`src/rtl/mdio_pkg.sv`:
```
// Shared register indices and frame helpers for the MDIO management block.
// Assumes a 32-bit frame word with the field layout given in the brief.
package mdio_pkg;
    typedef enum logic [2:0] {
        RA_FRAME = 3'd0,
        RA_CFG   = 3'd1,
        RA_MASK  = 3'd2,
        RA_STAT  = 3'd3,
        RA_BBCLK = 3'd4,
        RA_BBDAT = 3'd5,
        RA_BBOE  = 3'd6
    } reg_idx_e;

    localparam logic [31:0] FRAME_IDLE = 32'h0001_0000;

    // Build a read frame for the poll loop.
    function automatic logic [31:0] poll_frame(input logic [4:0] phy, input logic [4:0] rad);
        return {2'b01, 2'b10, phy, rad, 2'b10, 16'h0000};
    endfunction
endpackage

```
`src/rtl/mdio_serdes.sv`:
```
// Serial frame engine: sends a 32-one preamble and a 32-bit frame on MDC/MDIO,
// releases MDIO after the read header and samples 16 read data bits.
// Assumes start is only raised while busy is low.
module mdio_serdes #(
    parameter int CLK_HALF = 2
) (
    input  logic        clk,
    input  logic        rst_n,
    input  logic        start,
    input  logic [31:0] frame_in,
    input  logic        din,
    output logic        busy,
    output logic        done,
    output logic [15:0] rdata,
    output logic        mdc,
    output logic        dout,
    output logic        doe
);
    localparam int PH_W = (2 * CLK_HALF > 2) ? $clog2(2 * CLK_HALF) : 1;
    localparam logic [PH_W-1:0] PH_MID  = PH_W'(CLK_HALF);
    localparam logic [PH_W-1:0] PH_LAST = PH_W'(2 * CLK_HALF - 1);

    logic [PH_W-1:0] ph;
    logic [5:0]      idx;
    logic [31:0]     frm;
    logic            rd_op;

    assign rd_op = (frm[29:28] == 2'b10);

    // Bit sequencer: phase counter inside a bit time, bit index over 64 bits.
    always_ff @(posedge clk) begin
        if (!rst_n) begin
            busy  <= 1'b0;
            done  <= 1'b0;
            ph    <= '0;
            idx   <= '0;
            frm   <= '0;
            rdata <= '0;
        end else begin
            done <= 1'b0;
            if (!busy) begin
                if (start) begin
                    busy <= 1'b1;
                    ph   <= '0;
                    idx  <= '0;
                    frm  <= frame_in;
                end
            end else begin
                if (ph == PH_MID && idx >= 6'd48 && rd_op)
                    rdata <= {rdata[14:0], din};
                if (ph == PH_LAST) begin
                    ph <= '0;
                    if (idx == 6'd63) begin
                        busy <= 1'b0;
                        done <= 1'b1;
                    end else begin
                        idx <= idx + 6'd1;
                    end
                end else begin
                    ph <= ph + 1'b1;
                end
            end
        end
    end

    // Pin values: clock high in the second half, preamble ones, then frame MSB first.
    always_comb begin
        mdc  = busy && (ph >= PH_MID);
        dout = (idx < 6'd32) ? 1'b1 : frm[~idx[4:0]];
        doe  = busy && (!rd_op || idx < 6'd46);
    end
endmodule

```
`src/rtl/mdio_poll_track.sv`:
```
// Poll result tracker: holds the last polled value, gathers changed bits and
// forms the masked interrupt level. Assumes upd pulses once per finished poll.
module mdio_poll_track #(
    parameter int W = 16
) (
    input  logic         clk,
    input  logic         rst_n,
    input  logic         enable,
    input  logic         upd,
    input  logic [W-1:0] val,
    input  logic         clr,
    input  logic [W-1:0] mask,
    output logic [W-1:0] basic,
    output logic [W-1:0] changed,
    output logic         irq
);
    logic primed;

    // Value and change-set update; a same-cycle change wins over a clear.
    always_ff @(posedge clk) begin
        if (!rst_n) begin
            primed  <= 1'b0;
            basic   <= '0;
            changed <= '0;
        end else begin
            if (!enable)
                primed <= 1'b0;
            else if (upd)
                primed <= 1'b1;
            if (upd)
                basic <= val;
            changed <= (clr ? '0 : changed) | ((upd && primed) ? (basic ^ val) : '0);
        end
    end

    // Interrupt when any unmasked change is present.
    assign irq = |(changed & ~mask);
endmodule

```
`src/rtl/mdio_pin_mux.sv`:
```
// Pin steering: picks bit-bang or engine values and routes the output enable
// and input sampling to the selected port. Assumes exactly two ports.
module mdio_pin_mux #(
    parameter int PORTS = 2
) (
    input  logic             bb_en,
    input  logic             sel,
    input  logic             bb_clk,
    input  logic             bb_dat,
    input  logic             bb_oe,
    input  logic             e_mdc,
    input  logic             e_dout,
    input  logic             e_doe,
    input  logic [PORTS-1:0] pin_in,
    output logic             mdc,
    output logic             dout,
    output logic [PORTS-1:0] oe,
    output logic             din
);
    logic oe_any;

    // Source choice between bit-bang registers and the engine.
    always_comb begin
        mdc    = bb_en ? bb_clk : e_mdc;
        dout   = bb_en ? bb_dat : e_dout;
        oe_any = bb_en ? bb_oe  : e_doe;
        din    = pin_in[sel];
    end

    // One enable per port, only the selected one may rise.
    for (genvar g = 0; g < PORTS; g++) begin : g_oe
        assign oe[g] = oe_any && (sel == g[0]);
    end
endmodule

```
`src/rtl/mdio_mgmt.sv`:
```
// MDIO management top: register file, host/poll arbitration, frame engine,
// poll tracker and pin steering. Assumes reg_wr and reg_rd are not raised
// together and that reg_rdata is sampled in the reg_rd cycle.
module mdio_mgmt
    import mdio_pkg::*;
#(
    parameter int CLK_HALF = 2,
    parameter int DW       = 16
) (
    input  logic        clk,
    input  logic        rst_n,
    input  logic        reg_wr,
    input  logic        reg_rd,
    input  logic [2:0]  reg_addr,
    input  logic [31:0] reg_wdata,
    output logic [31:0] reg_rdata,
    output logic        mdc,
    output logic        mdio_out,
    output logic [1:0]  mdio_oe,
    input  logic [1:0]  mdio_in,
    output logic        irq
);
    logic [31:0] frame_q;
    logic [14:0] cfg_q;
    logic [DW-1:0] mask_q;
    logic        bb_clk_q, bb_dat_q, bb_oe_q;
    logic        host_pend, own_host;

    logic        cfg_sel, cfg_poll, cfg_bb;
    logic [4:0]  cfg_preg, cfg_pphy;
    logic        eng_busy, eng_done, e_mdc, e_dout, e_doe, pin_din;
    logic [15:0] eng_rdata;
    logic        start_host, start_poll, poll_upd, stat_rd;
    logic [DW-1:0] p_basic, p_changed;

    assign cfg_sel  = cfg_q[0];
    assign cfg_poll = cfg_q[1];
    assign cfg_bb   = cfg_q[2];
    assign cfg_preg = cfg_q[7:3];
    assign cfg_pphy = cfg_q[14:10];

    assign start_host = !eng_busy && !cfg_bb && host_pend;
    assign start_poll = !eng_busy && !cfg_bb && !host_pend && cfg_poll;
    assign poll_upd   = eng_done && !own_host;
    assign stat_rd    = reg_rd && (reg_addr == RA_STAT);

    // Host registers and frame completion write-back.
    always_ff @(posedge clk) begin
        if (!rst_n) begin
            frame_q   <= FRAME_IDLE;
            cfg_q     <= '0;
            mask_q    <= '1;
            bb_clk_q  <= 1'b0;
            bb_dat_q  <= 1'b0;
            bb_oe_q   <= 1'b0;
            host_pend <= 1'b0;
            own_host  <= 1'b0;
        end else begin
            if (start_host) begin
                host_pend <= 1'b0;
                own_host  <= 1'b1;
            end else if (start_poll) begin
                own_host  <= 1'b0;
            end
            if (eng_done && own_host) begin
                frame_q[16] <= 1'b1;
                if (frame_q[29:28] == 2'b10)
                    frame_q[15:0] <= eng_rdata;
            end
            if (reg_wr) begin
                case (reg_addr)
                    RA_FRAME: begin
                        frame_q   <= reg_wdata & ~32'h0001_0000;
                        host_pend <= 1'b1;
                    end
                    RA_CFG:   cfg_q    <= reg_wdata[14:0] & 15'h7CFF;
                    RA_MASK:  mask_q   <= reg_wdata[DW-1:0];
                    RA_BBCLK: bb_clk_q <= reg_wdata[0];
                    RA_BBDAT: bb_dat_q <= reg_wdata[0];
                    RA_BBOE:  bb_oe_q  <= reg_wdata[0];
                    default: ;
                endcase
            end
        end
    end

    // Read data selection.
    always_comb begin
        case (reg_addr)
            RA_FRAME: reg_rdata = frame_q;
            RA_CFG:   reg_rdata = {17'h0, cfg_q};
            RA_MASK:  reg_rdata = {{(32-DW){1'b0}}, mask_q};
            RA_STAT:  reg_rdata = {p_basic, p_changed};
            RA_BBCLK: reg_rdata = {31'h0, bb_clk_q};
            RA_BBDAT: reg_rdata = {31'h0, pin_din};
            RA_BBOE:  reg_rdata = {31'h0, bb_oe_q};
            default:  reg_rdata = '0;
        endcase
    end

    mdio_serdes #(.CLK_HALF(CLK_HALF)) u_serdes (
        .clk      (clk),
        .rst_n    (rst_n),
        .start    (start_host || start_poll),
        .frame_in (start_host ? frame_q : poll_frame(cfg_pphy, cfg_preg)),
        .din      (pin_din),
        .busy     (eng_busy),
        .done     (eng_done),
        .rdata    (eng_rdata),
        .mdc      (e_mdc),
        .dout     (e_dout),
        .doe      (e_doe)
    );

    mdio_poll_track #(.W(DW)) u_track (
        .clk     (clk),
        .rst_n   (rst_n),
        .enable  (cfg_poll && !cfg_bb),
        .upd     (poll_upd),
        .val     (eng_rdata[DW-1:0]),
        .clr     (stat_rd),
        .mask    (mask_q),
        .basic   (p_basic),
        .changed (p_changed),
        .irq     (irq)
    );

    mdio_pin_mux #(.PORTS(2)) u_pins (
        .bb_en  (cfg_bb),
        .sel    (cfg_sel),
        .bb_clk (bb_clk_q),
        .bb_dat (bb_dat_q),
        .bb_oe  (bb_oe_q),
        .e_mdc  (e_mdc),
        .e_dout (e_dout),
        .e_doe  (e_doe),
        .pin_in (mdio_in),
        .mdc    (mdc),
        .dout   (mdio_out),
        .oe     (mdio_oe),
        .din    (pin_din)
    );
endmodule

```
`config.mk`:
```
export PLATFORM = sky130hd
export DESIGN_NAME = mdio_mgmt
export DESIGN_NICKNAME = d
export VERILOG_FILES = /design/src/rtl/mdio_pkg.sv /design/src/rtl/mdio_serdes.sv /design/src/rtl/mdio_poll_track.sv /design/src/rtl/mdio_pin_mux.sv /design/src/rtl/mdio_mgmt.sv
export SDC_FILE = /design/constraint.sdc
export NUM_CORES = 1
export LEC_CHECK = 0
export CAP_MARGIN = 15
export CORE_ASPECT_RATIO = 0.9
export CORE_MARGIN = 3
export CORE_UTILIZATION = 40
export DETAILED_ROUTE_END_ITERATION = 8
export GPL_ROUTABILITY_DRIVEN = 0
export HOLD_SLACK_MARGIN = 0.06
export MAX_ROUTING_LAYER = met4
export SLEW_MARGIN = 10
export SYNTH_ARGS = -nofsm -noshare
export SYNTH_HDL_FRONTEND = slang
export SYNTH_SLANG_ARGS = --single-unit
```
`constraint.sdc`:
```
create_clock -name clk -period 2.42 [get_ports clk]
set_input_delay 0.242 -clock clk [delete_from_list [all_inputs] [get_ports clk]]
set_output_delay 0.242 -clock clk [all_outputs]
set_load 0.02 [all_outputs]
```
==> run summary, run 1 <==
vias per inst -> 5.64
Crit path largest cell delay -> 0.54 ns
synth-to-layout area growth -> 23.6%
ANT nets after route -> 0
Crit Path Class -> register to output port
initial antenna violation count -> 0
crit share post-route -> 1.01
via count -> 6,375
adder-cell share of the synthesized area -> 0.00514
worst-path maximum fanout -> 5
wire per inst -> 20.7 um
syn_area_per_cell -> 8.97 um^2
pin count of the biggest net entering global routing -> 98
Syn Nets -> 858
commonest non-fill, non-tap cells in the layout -> nand2_1, dfxtp_1, a21boi_0, a22oi_1, clkdlybuf4s50_1
outcome -> finished with violations
RSZ-0062 raised after global routing -> yes
Post-Synth XOR/XNOR Area -> 0.0192
vias in the first global route -> 6,118
# nets final -> 922
Seq cells post-synth -> 157
violated checks -> setup timing
crit path time final -> 2.43 ns
Worst-path clk slew -> 0.06 ns
r2r setup slk -> 0.20 ns
commonest non-fill, non-tap cell in the layout -> nand2_1
worst relative slew slack -> 0.421
Final Max Tran Viols -> 0
Synth Area in Simple Gates -> 0.187
RR Endpoint -> u_serdes.idx[5]
area leader, netlist -> dfxtp_1
critical path, cell by cell -> buf_12 -> mux4_2 -> a2bb2oi_2 -> a311oi_1 -> a221oi_1 -> buf_2
Setup WS pre-CTS -> -0.0610 ns
Max Cap Violations -> 0
Die Ht -> 134 um
Crit. End Element -> output port
Detailed Route WL -> 23,400 um
First-pass DRT Iterations -> 7
number of synthesized flops with an enable pin -> 0
top_reg_cell synth -> dfxtp_1
Hold Startpoint -> rst_n
Seq/Total Area, Yosys -> 0.430
M1 GR Usage -> 0.324
Worst Max-Slew Pin Slew -> 0.868 ns
hold_ws -> 0.236 ns
worst path arrival time -> 2.19 ns
CP startpoint kind -> register
ys async rst share -> 0
Crit-path slowest cell -> mux4_2
footprint of the multi-input gates -> 3840 um^2
busiest layer in global routing -> met2
GRT Total Usage -> 0.241
ant diodes -> 0
Chip Width -> 148 um
final setup fails -> 1
Root Driver -> clkbuf_16
Critical Path RT -> 2.18 ns
first-pass GRT wire length -> 35,500 um
synth top area cells -> dfxtp_1, nand2_1, a21boi_0
Post-Syn Instances -> 814
CTS Buffer Depth -> 2
R2R Path Start -> u_serdes.idx[1]
mux cell area share after synthesis -> 0.0997
Hold Fails Final Rpt -> 0
Skew-Pair Late Insertion Delay -> 0.43 ns
worst min path class -> primary input to register
synth warn -> 0
H-tree Lvls -> 4
DPL Wire Length -> 16,700 um
GR Layer Usage met2 -> 0.363
number of DRC markers in iteration 0 -> 637
# IOs -> 78
mapped cell area -> 7300 um^2
fillers -> 1,641
r2r worst-path depth -> 7
Clock Skews -> 0.00757 ns
setup ws final -> -0.0141 ns
port bufs -> 76
Core Footprint -> 17,800 um^2
Clock Sinks -> 157
effective utilization at floorplan -> 0.411
layout cell share with drive strength beyond 1 -> 0.107
DRC viols -> 0
hold path depth -> 2
Synth Area in Compound Gates -> 0.214
total CTS buffers -> 17
Seq. cell area -> 3150 um^2
GR Overflow Total -> 0
Hold EP -> frame_q[16]
# rows -> 46
maximum VDD drop -> 0.000496 V
Distinct cells, synth -> 48
Max Freq -> 0.411 GHz
P_leak -> 3.73 nW
area fraction of the dominant cell type after synthesis -> 0.430
met3 GRT Util -> 0.0595
CTS tree -> done
die area -> 19,900 um^2
combinational family with the most area after synthesis -> compound AO/OA/AOI/OAI gates
pwr dens -> 648 nW/um^2
sequential cells by signal, summed over array words and instances, names as in the netlist:
| register | flops |
|---|---|
| frame_q | 32 |
| u_serdes.busy | 1 |
| u_track.changed | 16 |
| host_pend | 1 |
| u_track.primed | 1 |
| u_serdes.frm | 32 |
| u_serdes.rdata | 16 |
| bb_oe_q | 1 |
| mask_q | 16 |
| bb_dat_q | 1 |
| u_serdes.idx | 6 |
| u_serdes.done | 1 |
| u_serdes.ph | 2 |
| own_host | 1 |
| cfg_q | 13 |
| bb_clk_q | 1 |
| u_track.basic | 16 |
metal layers:
layer	vias up	share of wire
met2	288	0.46
met5	-	0
met3	37	0.080
met1	3061	0.44
li1	2989	-
met4	0	0.021
cell families after synthesis:
logic type,count (synthesis)
buffers and inverters,86
AND/OR/NAND/NOR,300
flip-flops,157
multiplexers,49
XOR/XNOR,16
AO/OA/AOI/OAI,203
adder cells (fa/ha/maj),3
cell usage after synthesis (all sizes together) (3+ instances only):
| cell type | n |
|---|---|
| a21boi | 74 |
| a21oi | 12 |
| a221oi | 5 |
| a22o | 19 |
| a22oi | 42 |
| and2 | 19 |
| and3 | 3 |
| buf | 8 |
| clkbuf | 58 |
| dfxtp | 157 |
| ha | 3 |
| inv | 20 |
| mux2i | 30 |
| mux4 | 19 |
| nand2 | 184 |
| nand3 | 14 |
| nand4 | 3 |
| nor2 | 28 |
| nor2b | 27 |
| o211a | 18 |
| o211ai | 8 |
| o21ai | 9 |
| o221a | 3 |
| o22ai | 4 |
| or3 | 3 |
| xor2 | 16 |
how the worst max path moves through the flow:
stage | end | cells past startpoint | slack (ns) | startpoint
detailed placement | mdio_out | 5 | -0.06 | u_serdes.idx[1]
CTS | mdio_out | 6 | -0.05 | u_serdes.idx[0]
finish | mdio_out | 6 | -0.01 | u_serdes.idx[0]
floorplan | mdio_out | 5 | 0.22 | u_serdes.idx[1]
global placement | reg_rdata[0] | 6 | -0.1 | reg_addr[1]
global route | mdio_out | 6 | -0.11 | u_serdes.idx[0]
power by group:
part	internal, W	leakage, nW	switching, W	total, W
clock network	0.00168	0.287	0.00110	0.00277
registers	0.00262	1.27	0.0000403	0.00266
logic	0.000199	2.17	0.000216	0.000415
repair_timing:
item	4_1_cts	5_1_grt
resized for setup	43	5
hold buffers	0	0
setup endpoints to repair	35	4
pin swaps	2	3
buffers inserted	0	1
critical path: cells and delay by family (launching register included):
family	cells	cell delay, ns
mux	1	0.54
compound gates	3	0.56
buf+inv	2	0.30
flops	1	0.36
final cells by class:
class,count,area share
flip-flops and latches,157,0.349
multi-input cells,571,0.426
well taps,240,0.0333
clock buffers,22,0.0514
inverters,20,0.00832
clock inverters,9,0.0151
repair buffers,111,0.117
stage by stage:
| step | setup TNS [ns] | area (um^2) | utilization | total power [W] | cells |
|---|---|---|---|---|---|
| after CTS | -0.0463 | 9010 | 0.507 | 0.00588 | 1129 |
| after floorplan | 0 | 7300 | - | 0.00293 | 814 |
| after global placement | -0.576 | 8450 | 0.475 | 0.00314 | 1098 |
| after detailed placement | -0.722 | 8450 | 0.475 | 0.00315 | 1098 |
| after global routing | -0.108 | 9020 | 0.507 | 0.00601 | 1130 |
| final | -0.0141 | 9020 | 0.507 | 0.00585 | 1130 |
Power figures use the tool's default switching activity.
==> run 2, diff against run 1 <==
==> constraint.sdc (replaced) <==
create_clock -name clk -period 3 [get_ports clk]
set_input_delay 0.3 -clock clk [delete_from_list [all_inputs] [get_ports clk]]
set_output_delay 0.3 -clock clk [all_outputs]
set_load 0.02 [all_outputs]
==> run summary, run 2 (same netlist as run 1, synthesis figures left out) <==
outcome -> finished, final reports clean
total power -> 0.00477 W
final setup fails -> 0
Crit. End Element -> output port
synth-to-layout area growth -> 22.5%
worst relative slew slack -> 0.332
H-tree Lvls -> 4
# nets final -> 910
Max Cap Violations -> 0
Crit-path slowest cell -> clkdlybuf4s50_1
number of DRC markers in iteration 0 -> 618
Crit Path Class -> primary input to output port
pwr dens -> 534 nW/um^2
Max Freq -> 0.375 GHz
Critical Path RT -> 2.70 ns
vias in the first global route -> 6,227
effective utilization at floorplan -> 0.411
vias per inst -> 5.67
CP startpoint kind -> primary input
maximum VDD drop -> 0.000401 V
via count -> 6,332
layout cell share with drive strength beyond 1 -> 0.0935
DPL Wire Length -> 16,400 um
family with the most delay on the worst path -> buffers and inverters
Seq. cell area -> 3150 um^2
Final Max Tran Viols -> 0
pin count of the biggest net entering global routing -> 105
worst min path class -> primary input to register
# rows -> 46
Hold-fix buffers, CTS -> 0
P_leak -> 3.51 nW
RSZ-0062 raised after global routing -> no
worst-path maximum fanout -> 23
worst path buffer plus inverter count -> 4
GR Overflow Total -> 0
GRT Total Usage -> 0.248
commonest non-fill, non-tap cell in the layout -> nand2_1
fillers -> 1,664
Top Registers -> frame_q x32, u_serdes.frm x32
CTS Buffer Depth -> 2
Detailed Route WL -> 23,400 um
Clock Sinks -> 157
First-pass DRT Iterations -> 5
ANT nets after route -> 0
first-pass GRT wire length -> 36,500 um
commonest non-fill, non-tap cells in the layout -> nand2_1, dfxtp_1, clkdlybuf4s50_1, a21boi_0, a22oi_1
footprint of the multi-input gates -> 3840 um^2
total CTS buffers -> 17
Core Footprint -> 17,800 um^2
initial antenna violation count -> 0
Worst Max-Slew Pin Slew -> 1.00 ns
worst path arrival time -> 2.37 ns
Clock Skews -> 0.00679 ns
Worst-path clk slew -> 0.06 ns
Die Ht -> 134 um
crit share post-route -> 0.890
setup TNS -> 0 ns
postcts setup bufs -> 0
port bufs -> 76
wire per inst -> 21.0 um
crit path time final -> 2.67 ns
DRC viols -> 0
CTS tree -> done
Crit path largest cell delay -> 0.62 ns
Root Driver -> clkbuf_16
die area -> 19,900 um^2
Skew-Pair Late Insertion Delay -> 0.43 ns
post_cts resized -> 4
ant diodes -> 0
Chip Width -> 148 um
critical path, cell by cell -> clkdlybuf4s50_1 -> buf_12 -> and2_1 -> buf_12 -> a22oi_1 -> nor2_1 -> clkdlybuf4s50_1
# IOs -> 78
Hold Fails Final Rpt -> 0
## run 2: cell count changes in the layout (fill, tap and decap cells not counted), moves of 2 or more
cell | previous run | this run
dlygate4sd2_1 | 32 | 0
buf_12 | 7 | 2
clkbuf_1 | 3 | 1
clkinvlp_4 | 2 | 4
clkinv_4 | 2 | 0
buf_4 | 29 | 22
clkdlybuf4s50_1 | 40 | 74
## run 2: power breakdown
group / leakage [nW] / total (W) / internal (W) / switching (W)
Sequential: 1.27 / 0.00215 / 0.00211 / 0.0000335
Clock: 0.291 / 0.00229 / 0.00143 / 0.000862
Combinational: 1.94 / 0.000337 / 0.000162 / 0.000175
Total: 3.51 / 0.00477 / 0.00370 / 0.00107
## run 2: worst paths after layout
path                                       start               end  slack [ns]  depth (start not counted)
worst max-delay path                 reg_addr[1]     reg_rdata[31]        0.33                          7
worst min-delay path                       rst_n       frame_q[16]        0.24                          2
worst max register to register          cfg_q[2]   u_serdes.idx[2]        0.69                          5
worst min register to register  u_serdes.frm[18]  u_serdes.frm[18]        0.47                          2
## run 2: final cells by class
class,instances,area share
inverters,20,0.00840
clock inverters,10,0.0183
multi-input cells,571,0.429
repair buffers,99,0.107
flip-flops and latches,157,0.352
clock buffers,20,0.0511
well taps,240,0.0336
## run 2: worst register-to-register path, delay by kind of cell (launching register included)
kind / cells / cell delay, ns
and+or+nand+nor: 3 / 1.13
buffers and inverters: 1 / 0.22
DFF: 1 / 0.70
AOI/OAI and AO/OA: 1 / 0.20
## run 2: through the flow
step                setup slack [ns]  cell area [um^2]  utilization  std cells  hold slack [ns]
floorplan                      0.741              7300            -        814            0.424
global placement               0.286              8310        0.467       1087            0.453
detailed placement             0.285              8310        0.467       1087            0.454
CTS                           0.0711              8940        0.502       1117            0.229
global route                   0.143              8940        0.503       1117            0.250
finish                         0.330              8940        0.503       1117            0.245
## run 2: metal layers
layer  track usage  part of all wire
met1         0.339              0.45
met2         0.378              0.47
met3        0.0591             0.074
met4        0.0493            0.0090
met5             -                 0
